===== src/rtl/aeu_pkg.sv =====
package aeu_pkg;

   typedef enum logic [2:0] {
      PH_IDLE = 3'd0,
      PH_DEC  = 3'd1,
      PH_RD   = 3'd2,
      PH_EXE  = 3'd3,
      PH_WB   = 3'd4
   } phase_e;

   typedef enum logic [1:0] {
      OPK_NONE = 2'd0,
      OPK_LIT  = 2'd1,
      OPK_REG  = 2'd2
   } op_kind_e;

   localparam int          NFLAGS    = 5;
   localparam int          FL_C      = 0;
   localparam int          FL_DC     = 1;
   localparam int          FL_Z      = 2;
   localparam int          FL_OV     = 3;
   localparam int          FL_N      = 4;

   localparam logic [7:0]  LIT_OPC   = 8'h0F;
   localparam logic [5:0]  REG_OPC   = 6'b001001;

endpackage


===== src/rtl/aeu_seq.sv =====
module aeu_seq
   import aeu_pkg::*;
(
   input  logic   clk,
   input  logic   rst_n,
   input  logic   valid,
   output logic   ready,
   output logic   accept,
   output phase_e phase
);

   phase_e phase_q;
   phase_e phase_d;

   assign ready  = (phase_q == PH_IDLE) || (phase_q == PH_WB);
   assign accept = ready && valid;
   assign phase  = phase_q;

   always_comb begin
      phase_d = phase_q;
      unique case (phase_q)
         PH_IDLE: phase_d = valid ? PH_DEC : PH_IDLE;
         PH_DEC:  phase_d = PH_RD;
         PH_RD:   phase_d = PH_EXE;
         PH_EXE:  phase_d = PH_WB;
         PH_WB:   phase_d = valid ? PH_DEC : PH_IDLE;
         default: phase_d = PH_IDLE;
      endcase
   end

   always_ff @(posedge clk or negedge rst_n) begin
      if (!rst_n) phase_q <= PH_IDLE;
      else        phase_q <= phase_d;
   end

   AST_DEC_TO_RD:  assert property (@(posedge clk) disable iff (!rst_n)
      phase_q == PH_DEC |=> phase_q == PH_RD);
   AST_RD_TO_EXE:  assert property (@(posedge clk) disable iff (!rst_n)
      phase_q == PH_RD |=> phase_q == PH_EXE);
   AST_EXE_TO_WB:  assert property (@(posedge clk) disable iff (!rst_n)
      phase_q == PH_EXE |=> phase_q == PH_WB);
   AST_ACCEPT_DEC: assert property (@(posedge clk) disable iff (!rst_n)
      accept |=> phase_q == PH_DEC);

endmodule


===== src/rtl/aeu_decode.sv =====
module aeu_decode
   import aeu_pkg::*;
#(
   parameter int         BANK_W       = 4,
   parameter int         ADDR_W       = BANK_W + 8,
   parameter logic [7:0] ACCESS_SPLIT = 8'h60
)(
   input  logic [15:0]       iword,
   input  logic [BANK_W-1:0] bank,
   input  logic              ext_mode,
   output op_kind_e          kind,
   output logic              to_file,
   output logic              indexed,
   output logic [ADDR_W-1:0] addr,
   output logic [7:0]        lit
);

   localparam logic [BANK_W-1:0] LOW_BANK = '0;
   localparam logic [BANK_W-1:0] TOP_BANK = '1;

   initial begin
      if (ADDR_W != BANK_W + 8)
         $fatal(1, "aeu_decode: ADDR_W must equal BANK_W + 8");
      if (ACCESS_SPLIT == 8'h00)
         $fatal(1, "aeu_decode: ACCESS_SPLIT must be nonzero");
   end

   logic              sel_bank;
   logic [7:0]        offs;
   logic [BANK_W-1:0] eff_bank;
   logic              low_region;

   assign offs       = iword[7:0];
   assign sel_bank   = iword[8];
   assign lit        = offs;
   assign low_region = offs < ACCESS_SPLIT;

   always_comb begin
      if (iword[15:8] == LIT_OPC)
         kind = OPK_LIT;
      else if (iword[15:10] == REG_OPC)
         kind = OPK_REG;
      else
         kind = OPK_NONE;
   end

   assign to_file = (kind == OPK_REG) && iword[9];
   assign indexed = (kind == OPK_REG) && ext_mode && !sel_bank && low_region;

   always_comb begin
      if (sel_bank)        eff_bank = bank;
      else if (low_region) eff_bank = LOW_BANK;
      else                 eff_bank = TOP_BANK;
   end

   assign addr = {eff_bank, offs};

endmodule


===== src/rtl/aeu_alu.sv =====
module aeu_alu
   import aeu_pkg::*;
#(
   parameter int ALU_STYLE = 0
)(
   input  logic [7:0]        opa,
   input  logic [7:0]        opb,
   output logic [7:0]        sum,
   output logic [NFLAGS-1:0] flags
);

   initial begin
      if (ALU_STYLE < 0 || ALU_STYLE > 1)
         $fatal(1, "aeu_alu: ALU_STYLE must be 0 or 1");
   end

   logic c_out;
   logic dc_out;

   generate
      if (ALU_STYLE == 0) begin : g_nibble
         logic [4:0] lo5;
         logic [4:0] hi5;
         assign lo5    = {1'b0, opa[3:0]} + {1'b0, opb[3:0]};
         assign hi5    = {1'b0, opa[7:4]} + {1'b0, opb[7:4]} + {4'd0, lo5[4]};
         assign sum    = {hi5[3:0], lo5[3:0]};
         assign c_out  = hi5[4];
         assign dc_out = lo5[4];
      end else begin : g_flat
         logic [8:0] s9;
         logic [4:0] lo5;
         assign s9     = {1'b0, opa} + {1'b0, opb};
         assign lo5    = {1'b0, opa[3:0]} + {1'b0, opb[3:0]};
         assign sum    = s9[7:0];
         assign c_out  = s9[8];
         assign dc_out = lo5[4];
      end
   endgenerate

   always_comb begin
      flags         = '0;
      flags[FL_C]   = c_out;
      flags[FL_DC]  = dc_out;
      flags[FL_Z]   = (sum == 8'h00);
      flags[FL_OV]  = (opa[7] == opb[7]) && (sum[7] != opa[7]);
      flags[FL_N]   = sum[7];
   end

endmodule


===== src/rtl/add_exec_unit.sv =====
module add_exec_unit
   import aeu_pkg::*;
#(
   parameter int         BANK_W       = 4,
   parameter int         ADDR_W       = BANK_W + 8,
   parameter logic [7:0] ACCESS_SPLIT = 8'h60,
   parameter int         ALU_STYLE    = 0
)(
   input  logic              clk,
   input  logic              rst_n,
   input  logic              instr_valid,
   input  logic [15:0]       instr_word,
   input  logic              ext_mode,
   input  logic              bank_ld,
   input  logic [BANK_W-1:0] bank_din,
   output logic              ready,
   output logic              done,
   output logic              idx_hit,
   output logic [ADDR_W-1:0] rf_addr,
   output logic              rf_re,
   input  logic [7:0]        rf_rdata,
   output logic              rf_we,
   output logic [7:0]        rf_wdata,
   output logic [7:0]        w_out,
   output logic [NFLAGS-1:0] status_out,
   output logic [BANK_W-1:0] bank_out
);

   initial begin
      if (BANK_W < 1 || BANK_W > 8)
         $fatal(1, "add_exec_unit: BANK_W out of range");
      if (ADDR_W != BANK_W + 8)
         $fatal(1, "add_exec_unit: ADDR_W must equal BANK_W + 8");
   end

   phase_e            phase;
   logic              accept;

   logic [15:0]       iword_q;
   logic              ext_q;
   logic [BANK_W-1:0] bank_q;
   logic [7:0]        w_q;
   logic [NFLAGS-1:0] st_q;

   op_kind_e          dk;
   logic              d_to_file, d_idx;
   logic [ADDR_W-1:0] d_addr;
   logic [7:0]        d_lit;

   op_kind_e          kind_q;
   logic              to_file_q, idx_q;
   logic [ADDR_W-1:0] addr_q;
   logic [7:0]        lit_q;
   logic [7:0]        opnd_q;
   logic [7:0]        res_q;
   logic [NFLAGS-1:0] fl_q;

   logic [7:0]        alu_sum;
   logic [NFLAGS-1:0] alu_fl;
   logic              executes;

   aeu_seq u_seq (
      .clk    (clk),
      .rst_n  (rst_n),
      .valid  (instr_valid),
      .ready  (ready),
      .accept (accept),
      .phase  (phase)
   );

   aeu_decode #(
      .BANK_W       (BANK_W),
      .ADDR_W       (ADDR_W),
      .ACCESS_SPLIT (ACCESS_SPLIT)
   ) u_dec (
      .iword    (iword_q),
      .bank     (bank_q),
      .ext_mode (ext_q),
      .kind     (dk),
      .to_file  (d_to_file),
      .indexed  (d_idx),
      .addr     (d_addr),
      .lit      (d_lit)
   );

   aeu_alu #(.ALU_STYLE(ALU_STYLE)) u_alu (
      .opa   (w_q),
      .opb   (opnd_q),
      .sum   (alu_sum),
      .flags (alu_fl)
   );

   // capture the word and mode on acceptance
   always_ff @(posedge clk or negedge rst_n) begin
      if (!rst_n) begin
         iword_q <= '0;
         ext_q   <= 1'b0;
      end else if (accept) begin
         iword_q <= instr_word;
         ext_q   <= ext_mode;
      end
   end

   always_ff @(posedge clk or negedge rst_n) begin
      if (!rst_n)       bank_q <= '0;
      else if (bank_ld) bank_q <= bank_din;
   end

   // phase 1: decode results are frozen for the rest of the instruction
   always_ff @(posedge clk or negedge rst_n) begin
      if (!rst_n) begin
         kind_q    <= OPK_NONE;
         to_file_q <= 1'b0;
         idx_q     <= 1'b0;
         addr_q    <= '0;
         lit_q     <= '0;
      end else if (phase == PH_DEC) begin
         kind_q    <= dk;
         to_file_q <= d_to_file;
         idx_q     <= d_idx;
         addr_q    <= d_addr;
         lit_q     <= d_lit;
      end
   end

   // phase 2: operand fetch
   always_ff @(posedge clk or negedge rst_n) begin
      if (!rst_n)                opnd_q <= '0;
      else if (phase == PH_RD)   opnd_q <= (kind_q == OPK_REG) ? rf_rdata : lit_q;
   end

   // phase 3: compute
   always_ff @(posedge clk or negedge rst_n) begin
      if (!rst_n) begin
         res_q <= '0;
         fl_q  <= '0;
      end else if (phase == PH_EXE) begin
         res_q <= alu_sum;
         fl_q  <= alu_fl;
      end
   end

   assign executes = (kind_q != OPK_NONE) && !idx_q;

   // phase 4: write-back to W and status
   always_ff @(posedge clk or negedge rst_n) begin
      if (!rst_n) begin
         w_q  <= '0;
         st_q <= '0;
      end else if (phase == PH_WB && executes) begin
         st_q <= fl_q;
         if (!to_file_q) w_q <= res_q;
      end
   end

   assign done       = (phase == PH_WB);
   assign idx_hit    = done && idx_q;
   assign rf_addr    = addr_q;
   assign rf_re      = (phase == PH_RD) && (kind_q == OPK_REG) && !idx_q;
   assign rf_we      = done && (kind_q == OPK_REG) && to_file_q && !idx_q;
   assign rf_wdata   = res_q;
   assign w_out      = w_q;
   assign status_out = st_q;
   assign bank_out   = bank_q;

   AST_READ_THEN_EXE: assert property (@(posedge clk) disable iff (!rst_n)
      rf_re |=> (phase == PH_EXE));
   AST_WADDR_STABLE:  assert property (@(posedge clk) disable iff (!rst_n)
      rf_we |-> $stable(rf_addr));
   AST_LIT_NO_FILE:   assert property (@(posedge clk) disable iff (!rst_n)
      (done && kind_q == OPK_LIT) |-> !rf_we);
   AST_IDX_NO_CHANGE: assert property (@(posedge clk) disable iff (!rst_n)
      idx_hit |=> ($stable(w_out) && $stable(status_out)));
   AST_NOP_NO_CHANGE: assert property (@(posedge clk) disable iff (!rst_n)
      (done && kind_q == OPK_NONE) |=> ($stable(w_out) && $stable(status_out)));
   AST_ZERO_FLAG:     assert property (@(posedge clk) disable iff (!rst_n)
      (done && executes && !to_file_q) |=> (status_out[FL_Z] == (w_out == 8'h00)));
   AST_IDX_NO_WRITE:  assert property (@(posedge clk) disable iff (!rst_n)
      idx_hit |-> !rf_we);

endmodule


===== config.mk =====
export PLATFORM = sky130hd
export DESIGN_NAME = add_exec_unit
export DESIGN_NICKNAME = d
export VERILOG_FILES = /design/src/rtl/aeu_pkg.sv /design/src/rtl/aeu_seq.sv /design/src/rtl/aeu_decode.sv /design/src/rtl/aeu_alu.sv /design/src/rtl/add_exec_unit.sv
export SDC_FILE = /design/constraint.sdc
export NUM_CORES = 1
export LEC_CHECK = 0
export BUFFER_PORTS_ARGS = -buffer_cell sky130_fd_sc_hd__buf_4
export CORE_ASPECT_RATIO = 0.9
export CORE_MARGIN = 10
export CORE_UTILIZATION = 48
export CTS_CLUSTER_SIZE = 14
export DETAILED_ROUTE_END_ITERATION = 16
export GPL_TIMING_DRIVEN = 0
export MAX_ROUTING_LAYER = met4
export PLACE_DENSITY = 0.75
export SYNTH_ARGS = -nofsm -noshare
export SYNTH_HDL_FRONTEND = slang
export SYNTH_SLANG_ARGS = --single-unit
export TNS_END_PERCENT = 50

===== constraint.sdc =====
create_clock -name clk -period 2.59 [get_ports clk]
set_input_delay 0.518 -clock clk [delete_from_list [all_inputs] [get_ports clk]]
set_output_delay 0.518 -clock clk [all_outputs]
set_load 0.02 [all_outputs]

==> results.cfg, run 1 <==
[detailed_routing]
antenna_left = 0
drt_iter0_drc = 47
drc = 0
vias = 2104
drt-total-wl_um = 6820
firstDrtPassIters = 4
avgViaCountPerCell = 4.95
wl_per_cell_um = 16.0

[clocking]
cts_buffers = 9
cts_buffer_depth = 2
cts-htree-levels = 3
cts_hold_buf = 0
clockRootBuffer = clkbuf_8
cts_tree = done
clk_pin_slew_worst_paths_ns = 0.07
cts_sinks = 73
clk_latency_ns = 0.35

[critical_path]
criticalPathCategory = reg2reg
cp.required_ns = 2.84
max_stage_delay_ns = 0.49
start_kind = register
critPathTopFamily = adder cells
cp.arrival_ns = 2.79
r2r-start = opnd_q[0]$_DFFE_PN0N_
rr_endpoint = fl_q[2]$_DFFE_PN0P_
cp_cell_sequence = ha_4 > inv_2 > fa_2 > nor2b_1 > o21ai_1 > nand2b_1 > fa_2 > inv_2 > fa_1 > nand2_1 > nor3_2 > nand3_1 > o41ai_2
crit_fanout = 2
end_kind = register
cp_num_buf_inv = 2
slowest_stage = fa_1
reg2reg_depth = 13
rrSetupSlack_ns = 0.04

[placement]
dp_hpwl_um = 5220
dp_cells = 408
port_buffers = 74
globalplace.congestion = 0.779

[grt]
grt_pass1_vias = 2315
grt_use_total_pct = 14.1
grt_pass1_wl_um = 11400
antenna_found_initial = 0
grt_overflow = 0
grt_max_degree = 74

[min_path]
min_path_type = in2async

[die]
ios = 75
die-area_mm2 = 0.0104
die_w_um = 106
die_height_um = 97.5
core-area_mm2 = 0.00655
start_util_pct = 48.9
fp-row-count = 28

[sta]
min_period_ns = 2.55
setup_violations = 0
worst_slew_pin_slew_ns = 0.902
fmax_mhz = 393
grt_setup_unrepaired = yes
finalMaxSlewViolations = 0
worst_hold_slack_ns = 0.294
min_period_over_period_pct = 98.3
hold_viol = 0
skew_ns = 0.00656
relSlewSlack_pct = 39.8

[synthesis]
ys_ff_latch = 73
yosysWarnings = 0
netlist_area_mm2 = 0.00321
synth_edf_count = 0
syn_inst = 244
synth_nets = 287
synth_area_per_cell_um2 = 13.1
synth_cell_types = 38
synth-async-reset-ratio_pct = 100
synth_seq_area_share_pct = 57.0
synth-main-ff-cell = dfrtp_1

[flow_run]
maxCapViolCount = 0

[layout]
drive_gt1_share_pct = 47.5
finalNonFillerCells = 425
register_area_mm2 = 0.00183
num-fill-cells = 557
antenna_cells = 0
synthToLayoutAreaGrowth_pct = 27.4
multi_input_area_mm2 = 0.00133
fin_nets = 373

[outcome]
status = finished clean

[power]
peakVddDrop_uv = 529
p_leak_nw = 1.93
p_per_area_mw_per_mm2 = 1150
## cells by family (layout without fill, tap and decap cells)
family / Yosys count / in the layout / share of synthesized area [%]
XOR/XNOR: 5 / 5 / 1.37
adder cells (fa/ha/maj): 10 / 10 / 4.60
AND/OR/NAND/NOR: 53 / 53 / 9.68
multiplexers: 54 / 54 / 18.7
AO/OA/AOI/OAI: 31 / 31 / 6.09
buffers and inverters: 18 / 109 / 2.65
flip-flops: 73 / 73 / 57.0
## area by class of cell
| cell class | count | area share [%] |
|---|---|---|
| repair buffers | 75 | 13.8 |
| flip-flops and latches | 73 | 44.7 |
| plain buffers | 10 | 1.35 |
| well taps | 90 | 2.76 |
| clock buffers | 9 | 3.03 |
| multi-input cells | 153 | 32.4 |
| inverters | 8 | 0.735 |
| clock inverters | 7 | 1.16 |
## repair_timing
item,CTS,global route
resized for setup,4,5
endpoints found under the setup margin,1,3
setup buffers,1,0
## registers in the layout, summed over array words and instances, names as in the netlist
register	cells
idx_q	1
status_out	5
iword_q	16
rf_addr	12
bank_out	4
u_seq.phase	3
w_out	8
kind_q	2
ext_q	1
opnd_q	8
fl_q	4
to_file_q	1
rf_wdata	8
## where the power goes
part	internal (W)	switching (W)	leakage (nW)
registers	0.00160	0.000348	0.905
clock network	0.000344	0.000417	0.0850
logic	0.000985	0.00102	0.942
total	0.00293	0.00179	1.93
## worst max-delay path by stage
stage | startpoint | end | slack [ns] | cells after the start
floorplan | w_out[0]$_DFFE_PN0P_ | fl_q[2]$_DFFE_PN0P_ | 0.03 | 13
global placement | w_out[0]$_DFFE_PN0P_ | fl_q[2]$_DFFE_PN0P_ | -0.09 | 13
detailed placement | w_out[0]$_DFFE_PN0P_ | fl_q[2]$_DFFE_PN0P_ | -0.11 | 13
CTS | w_out[0]$_DFFE_PN0P_ | fl_q[2]$_DFFE_PN0P_ | 0.02 | 13
global route | opnd_q[0]$_DFFE_PN0N_ | fl_q[2]$_DFFE_PN0P_ | -0.19 | 13
finish | opnd_q[0]$_DFFE_PN0N_ | fl_q[2]$_DFFE_PN0P_ | 0.04 | 13
## worst reg2reg max path: stages (launching register included)
cell,delay [ns]
dfrtp_1,0.40
ha_4,0.15
inv_2,0.03
fa_2,0.34
nor2b_1,0.12
o21ai_1,0.06
nand2b_1,0.12
fa_2,0.22
inv_2,0.04
fa_1,0.49
nand2_1,0.07
nor3_2,0.11
nand3_1,0.11
o41ai_2,0.20
## cells in the mapped netlist (3+ instances only)
master	instances	share of area, %
a21oi_1	10	1.6
xor2_1	3	0.82
nor2b_1	7	1.4
inv_1	8	0.94
mux2i_1	8	2.5
nand2_1	17	2.0
nor2_1	11	1.3
mux2_2	46	16
o21ai_0	8	1.2
o31ai_1	7	1.6
fa_1	3	1.9
ha_1	7	2.7
dfrtp_1	73	57
clkbuf_1	3	0.35
buf_2	5	0.78
## cell usage in the layout, fill, tap and decap left out, drive strengths merged, types with 3 or more instances in the layout
master / instances
buf: 82
dfrtp: 73
mux2: 46
nand2: 17
clkbuf: 12
nor2: 11
a21oi: 10
mux2i: 8
o21ai: 8
o31ai: 8
inv: 8
nor2b: 7
ha: 7
clkinv: 5
xor2: 3
nor3b: 3
fa: 3
## metrics by stage
step	util, %	setup slack, ns	setup TNS [ns]	total power, W	cell area [um^2]
after floorplan	-	0.0314	0	0.00320	3210
after global placement	59.2	-0.0860	-0.0860	0.00388	3880
after detailed placement	59.2	-0.113	-0.113	0.00396	3880
after CTS	62.2	0.0219	0	0.00477	4070
after global routing	62.4	-0.189	-0.189	0.00508	4090
final	62.4	0.0438	0	0.00472	4090
## routing by layer
metal | GRT usage (%) | wire length (um)
met1 | 15.8 | 2950
met2 | 22.3 | 3330
met3 | 6.63 | 486
met4 | 3.43 | 56
met5 | - | 0
No activity file was read; power rests on OpenSTA's default activity.
==> run 2: changes to the inputs <==
GPL_TIMING_DRIVEN = unset   (was 0)
==> results.cfg, run 2 (synthesis results as in run 1) <==
[detailed_routing]
drt_iter0_drc = 42
drc = 0
avgViaCountPerCell = 4.99
antenna_left = 0
drt-total-wl_um = 6660
firstDrtPassIters = 4
vias = 2122
wl_per_cell_um = 15.7

[critical_path]
end_kind = register
rr_endpoint = fl_q[2]$_DFFE_PN0P_
start_kind = register
critPathTopFamily = adder cells
slowest_stage = fa_1
cp.required_ns = 2.82
max_stage_delay_ns = 0.52
crit_fanout = 2
crit_end = fl_q[2]$_DFFE_PN0P_
cp_cell_sequence = ha_4 > inv_2 > fa_2 > nor2b_2 > o21ai_1 > nand2b_1 > fa_2 > inv_2 > fa_1 > nand2_2 > nor3_2 > nand3_1 > o41ai_2
cp.depth = 13
cp.arrival_ns = 2.81
cp_num_buf_inv = 2
r2r-start = opnd_q[0]$_DFFE_PN0N_
reg2reg_depth = 13
criticalPathCategory = reg2reg
cp-startpoint = opnd_q[0]$_DFFE_PN0N_
rrSetupSlack_ns = 0.01

[clocking]
clk_pin_slew_worst_paths_ns = 0.07
cts-htree-levels = 3
cts_sinks = 73
cts_buffer_depth = 2
cts_hold_buf = 0
cts_tree = done
clk_latency_ns = 0.33
cts_buffers = 9
clockRootBuffer = clkbuf_8

[sta]
grt_setup_unrepaired = yes
min_period_over_period_pct = 99.5
skew_ns = 0.00772
finalMaxSlewViolations = 0
worst_hold_slack_ns = 0.185
fmax_mhz = 388
setup_violations = 0
worst_slew_pin_slew_ns = 0.852
hold_viol = 0
worst_slack_ns = 0.0119
min_period_ns = 2.58
relSlewSlack_pct = 43.2

[power]
peakVddDrop_uv = 589
p_leak_nw = 1.95
p_per_area_mw_per_mm2 = 1160
power.total_w = 0.00477

[die]
ios = 75
die_height_um = 97.5
die-area_mm2 = 0.0104
die_w_um = 106
core-area_mm2 = 0.00655
start_util_pct = 48.9
fp-row-count = 28

[layout]
antenna_cells = 0
final_core_util_pct = 63.0
drive_gt1_share_pct = 49.0
layout_common_cells = buf_4 (85), dfrtp_1 (72), mux2_2 (46)
synthToLayoutAreaGrowth_pct = 28.8
final_common_cell = buf_4
fin_nets = 374
largest_reg_flops = 16
finalNonFillerCells = 425
largest_register = iword_q

[grt]
grt_max_degree = 74
grt_use_total_pct = 13.8
grt_pass1_wl_um = 11300
antenna_found_initial = 0
grt_pass1_vias = 2316
grt_overflow = 0

[placement]
globalplace.congestion = 0.773
port_buffers = 74
pre_cts_slack_ns = -0.0848
dp_cells = 406
dp_hpwl_um = 5040

[min_path]
min_path_type = in2async

[flow_run]
maxCapViolCount = 0

[outcome]
status = finished clean
run 2: area by class of cell:
| class | instances | area [um^2] |
|---|---|---|
| Multi-Input combinational cell | 153 | 1330 |
| Sequential cell | 73 | 1830 |
| Clock inverter | 5 | 32.5 |
| Fill cell | 533 | 2420 |
| Timing Repair Buffer | 86 | 658 |
| Inverter | 8 | 30.0 |
| Tap cell | 90 | 113 |
| Clock buffer | 10 | 138 |
run 2: worst reg2reg max path, stage by stage (launching register included):
cell	delay [ns]
dfrtp_1	0.40
ha_4	0.15
inv_2	0.03
fa_2	0.34
nor2b_2	0.13
o21ai_1	0.06
nand2b_1	0.11
fa_2	0.22
inv_2	0.04
fa_1	0.52
nand2_2	0.07
nor3_2	0.12
nand3_1	0.11
o41ai_2	0.19
run 2: worst min path at each step:
stage                               to  slack (ns)
3_5_place_dp    rf_addr[9]$_DFFE_PN0N_        0.48
3_3_place_gp   rf_addr[11]$_DFFE_PN0N_        0.47
4_1_cts        rf_wdata[1]$_DFFE_PN0P_        0.19
5_1_grt        rf_wdata[1]$_DFFE_PN0P_        0.19
6_report       rf_wdata[1]$_DFFE_PN0P_        0.19
2_1_floorplan  bank_out[0]$_DFFE_PN0P_        0.22
run 2: report_power, final:
group          leakage, nW  internal (W)  switching [W]
sequential           0.905       0.00160       0.000342
clock               0.0802      0.000364       0.000392
combinational        0.967       0.00104        0.00104
run 2: layer usage:
| layer | vias up | global-route usage, % | wire, um |
|---|---|---|---|
| met1 | 1038 | 16.3 | 3010 |
| met2 | 56 | 21.1 | 3170 |
| met3 | 4 | 5.70 | 434 |
| met4 | 0 | 4.37 | 42 |
| li1 | 1024 | - | - |
| met5 | - | - | 0 |
run 2: repair_timing:
| item | in CTS | in global routing |
|---|---|---|
| gates cloned | 0 | 0 |
| gates resized for setup | 4 | 7 |
| endpoints found under the hold margin | 0 | 0 |
| endpoints found under the setup margin | 1 | 2 |
| setup buffers | 3 | 1 |
run 2: through the flow:
| stage | instance area, um^2 | TNS (ns) |
|---|---|---|
| 4_1_cts | 4100 | 0 |
| 3_5_place_dp | 3890 | -0.0848 |
| 5_1_grt | 4130 | -0.185 |
| 3_3_place_gp | 3890 | 0 |
| 6_report | 4130 | 0 |
| 2_1_floorplan | 3210 | 0 |
==> run 3: changes to the inputs <==
CORE_UTILIZATION = 32   (was 48)
PLACE_DENSITY = unset   (was 0.75)
clock period = 2.6 ns   (was 2.59 ns; I/O delays follow)
==> results.cfg, run 3 (synthesis results as in run 1) <==
[outcome]
status = finished clean

[clocking]
cts_buffers = 9
clk_latency_ns = 0.34
cts_sinks = 73
clk_pin_slew_worst_paths_ns = 0.08
clockRootBuffer = clkbuf_8
cts_buffer_depth = 2
cts_hold_buf = 0
cts-htree-levels = 3
cts_tree = done

[detailed_routing]
vias = 2114
drt_iter0_drc = 137
wl_per_cell_um = 15.9
antenna_left = 0
drt-total-wl_um = 7460
drc = 0
firstDrtPassIters = 4
avgViaCountPerCell = 4.52

[critical_path]
cp_num_buf_inv = 2
criticalPathCategory = reg2reg
cp.required_ns = 2.83
critPathTopFamily = adder cells
start_kind = register
max_stage_delay_ns = 0.48
end_kind = register
cp.arrival_ns = 2.77
slowest_stage = fa_1
crit_fanout = 2
cp_cell_sequence = ha_4 > inv_2 > fa_2 > nor2b_1 > o21ai_1 > nand2b_1 > fa_2 > inv_2 > fa_1 > nand2_1 > nor3_2 > nand3_1 > o41ai_2

[layout]
final_common_cell = buf_4
finalNonFillerCells = 468
multi_input_area_mm2 = 0.00134
num-fill-cells = 949
fin_nets = 381
antenna_cells = 0
final_core_util_pct = 43.6
layout_common_cells = buf_4 (91), dfrtp_1 (72), mux2_2 (45)
largest_register = iword_q
drive_gt1_share_pct = 49.7
largest_reg_flops = 16
register_area_mm2 = 0.00183
synthToLayoutAreaGrowth_pct = 32.4

[placement]
port_buffers = 74
globalplace.congestion = 0.801
dp_hpwl_um = 5710
dp_cells = 444
pre_cts_slack_ns = -0.0709

[sta]
worst_slack_ns = 0.0646
skew_ns = 0.00779
fin_setup_tns_ns = 0
relSlewSlack_pct = 38.5
min_period_ns = 2.54
min_period_over_period_pct = 97.5
worst_slew_pin_slew_ns = 0.922
grt_setup_unrepaired = yes
setup_violations = 0
fmax_mhz = 394
finalMaxSlewViolations = 0
hold_viol = 0

[grt]
grt_pass1_wl_um = 12500
antenna_found_initial = 0
grt_pass1_vias = 2376
grt_use_total_pct = 11.0
grt_max_degree = 40
grt_overflow = 0

[power]
p_per_area_mw_per_mm2 = 1150
p_leak_nw = 2.00
power.total_w = 0.00488
peakVddDrop_uv = 460

[die]
die_height_um = 115
die_w_um = 126
core-area_mm2 = 0.00974
die-area_mm2 = 0.0144
ios = 75
fp-row-count = 34
start_util_pct = 32.9

[flow_run]
maxCapViolCount = 0

[min_path]
min_path_type = in2async
[run 3: cell type report]
cell class / instances / share of cell area (%)
clock buffer: 9 / 2.92
clock inverter: 6 / 1.41
inverter: 8 / 0.707
multi-input combinational: 153 / 31.6
sequential: 73 / 43.0
tap: 126 / 3.71
timing repair buffer: 93 / 16.6
[run 3: timing repair]
| item | in CTS | in global routing |
|---|---|---|
| endpoints found under the setup margin | 1 | 2 |
| resized for setup | 7 | 6 |
| buffers inserted | 8 | 1 |
| pin swaps | 2 | 2 |
[run 3: where the power goes]
part	total [W]	internal, W	switching, W
clock	0.000831	0.000432	0.000398
sequential	0.00195	0.00160	0.000353
combinational	0.00210	0.00106	0.00104
total	0.00488	0.00309	0.00179
[run 3: worst register-to-register path: stages (launching register included)]
cell and delay [ns]:
dfrtp_1 0.39, ha_4 0.15, inv_2 0.03, fa_2 0.32, nor2b_1 0.13, o21ai_1 0.07, nand2b_1 0.11, fa_2 0.22
inv_2 0.04, fa_1 0.48, nand2_1 0.07, nor3_2 0.10, nand3_1 0.11, o41ai_2 0.20
[run 3: layer usage]
metal	vias up	routed length (um)	global-route usage [%]
met5	-	0	-
met4	0	54	3.91
met3	2	222	2.90
met2	50	3680	17.6
met1	1021	3500	13.3
li1	1041	-	-
[run 3: stage by stage]
step / area, um^2 / hold slack [ns]
2_1_floorplan: 3210 / 0.224
3_3_place_gp: 3940 / 0.472
3_5_place_dp: 3940 / 0.475
4_1_cts: 4210 / 0.146
5_1_grt: 4250 / 0.156
6_report: 4250 / 0.132
[run 3: path summary, 6_finish.rpt]
kind	from	endpoint	slack [ns]	cells after the start
min in group clk	instr_word[9]	iword_q[9]$_DFFE_PN0P_	0.38	3
setup / recovery	opnd_q[0]$_DFFE_PN0N_	fl_q[2]$_DFFE_PN0P_	0.06	13
max in group asynchronous	rst_n	fl_q[3]$_DFFE_PN0P_	1.77	2
hold / removal	rst_n	rf_wdata[1]$_DFFE_PN0P_	0.13	1
setup reg to reg	opnd_q[0]$_DFFE_PN0N_	fl_q[2]$_DFFE_PN0P_	0.06	13
hold reg to reg	fl_q[3]$_DFFE_PN0P_	fl_q[3]$_DFFE_PN0P_	0.49	2
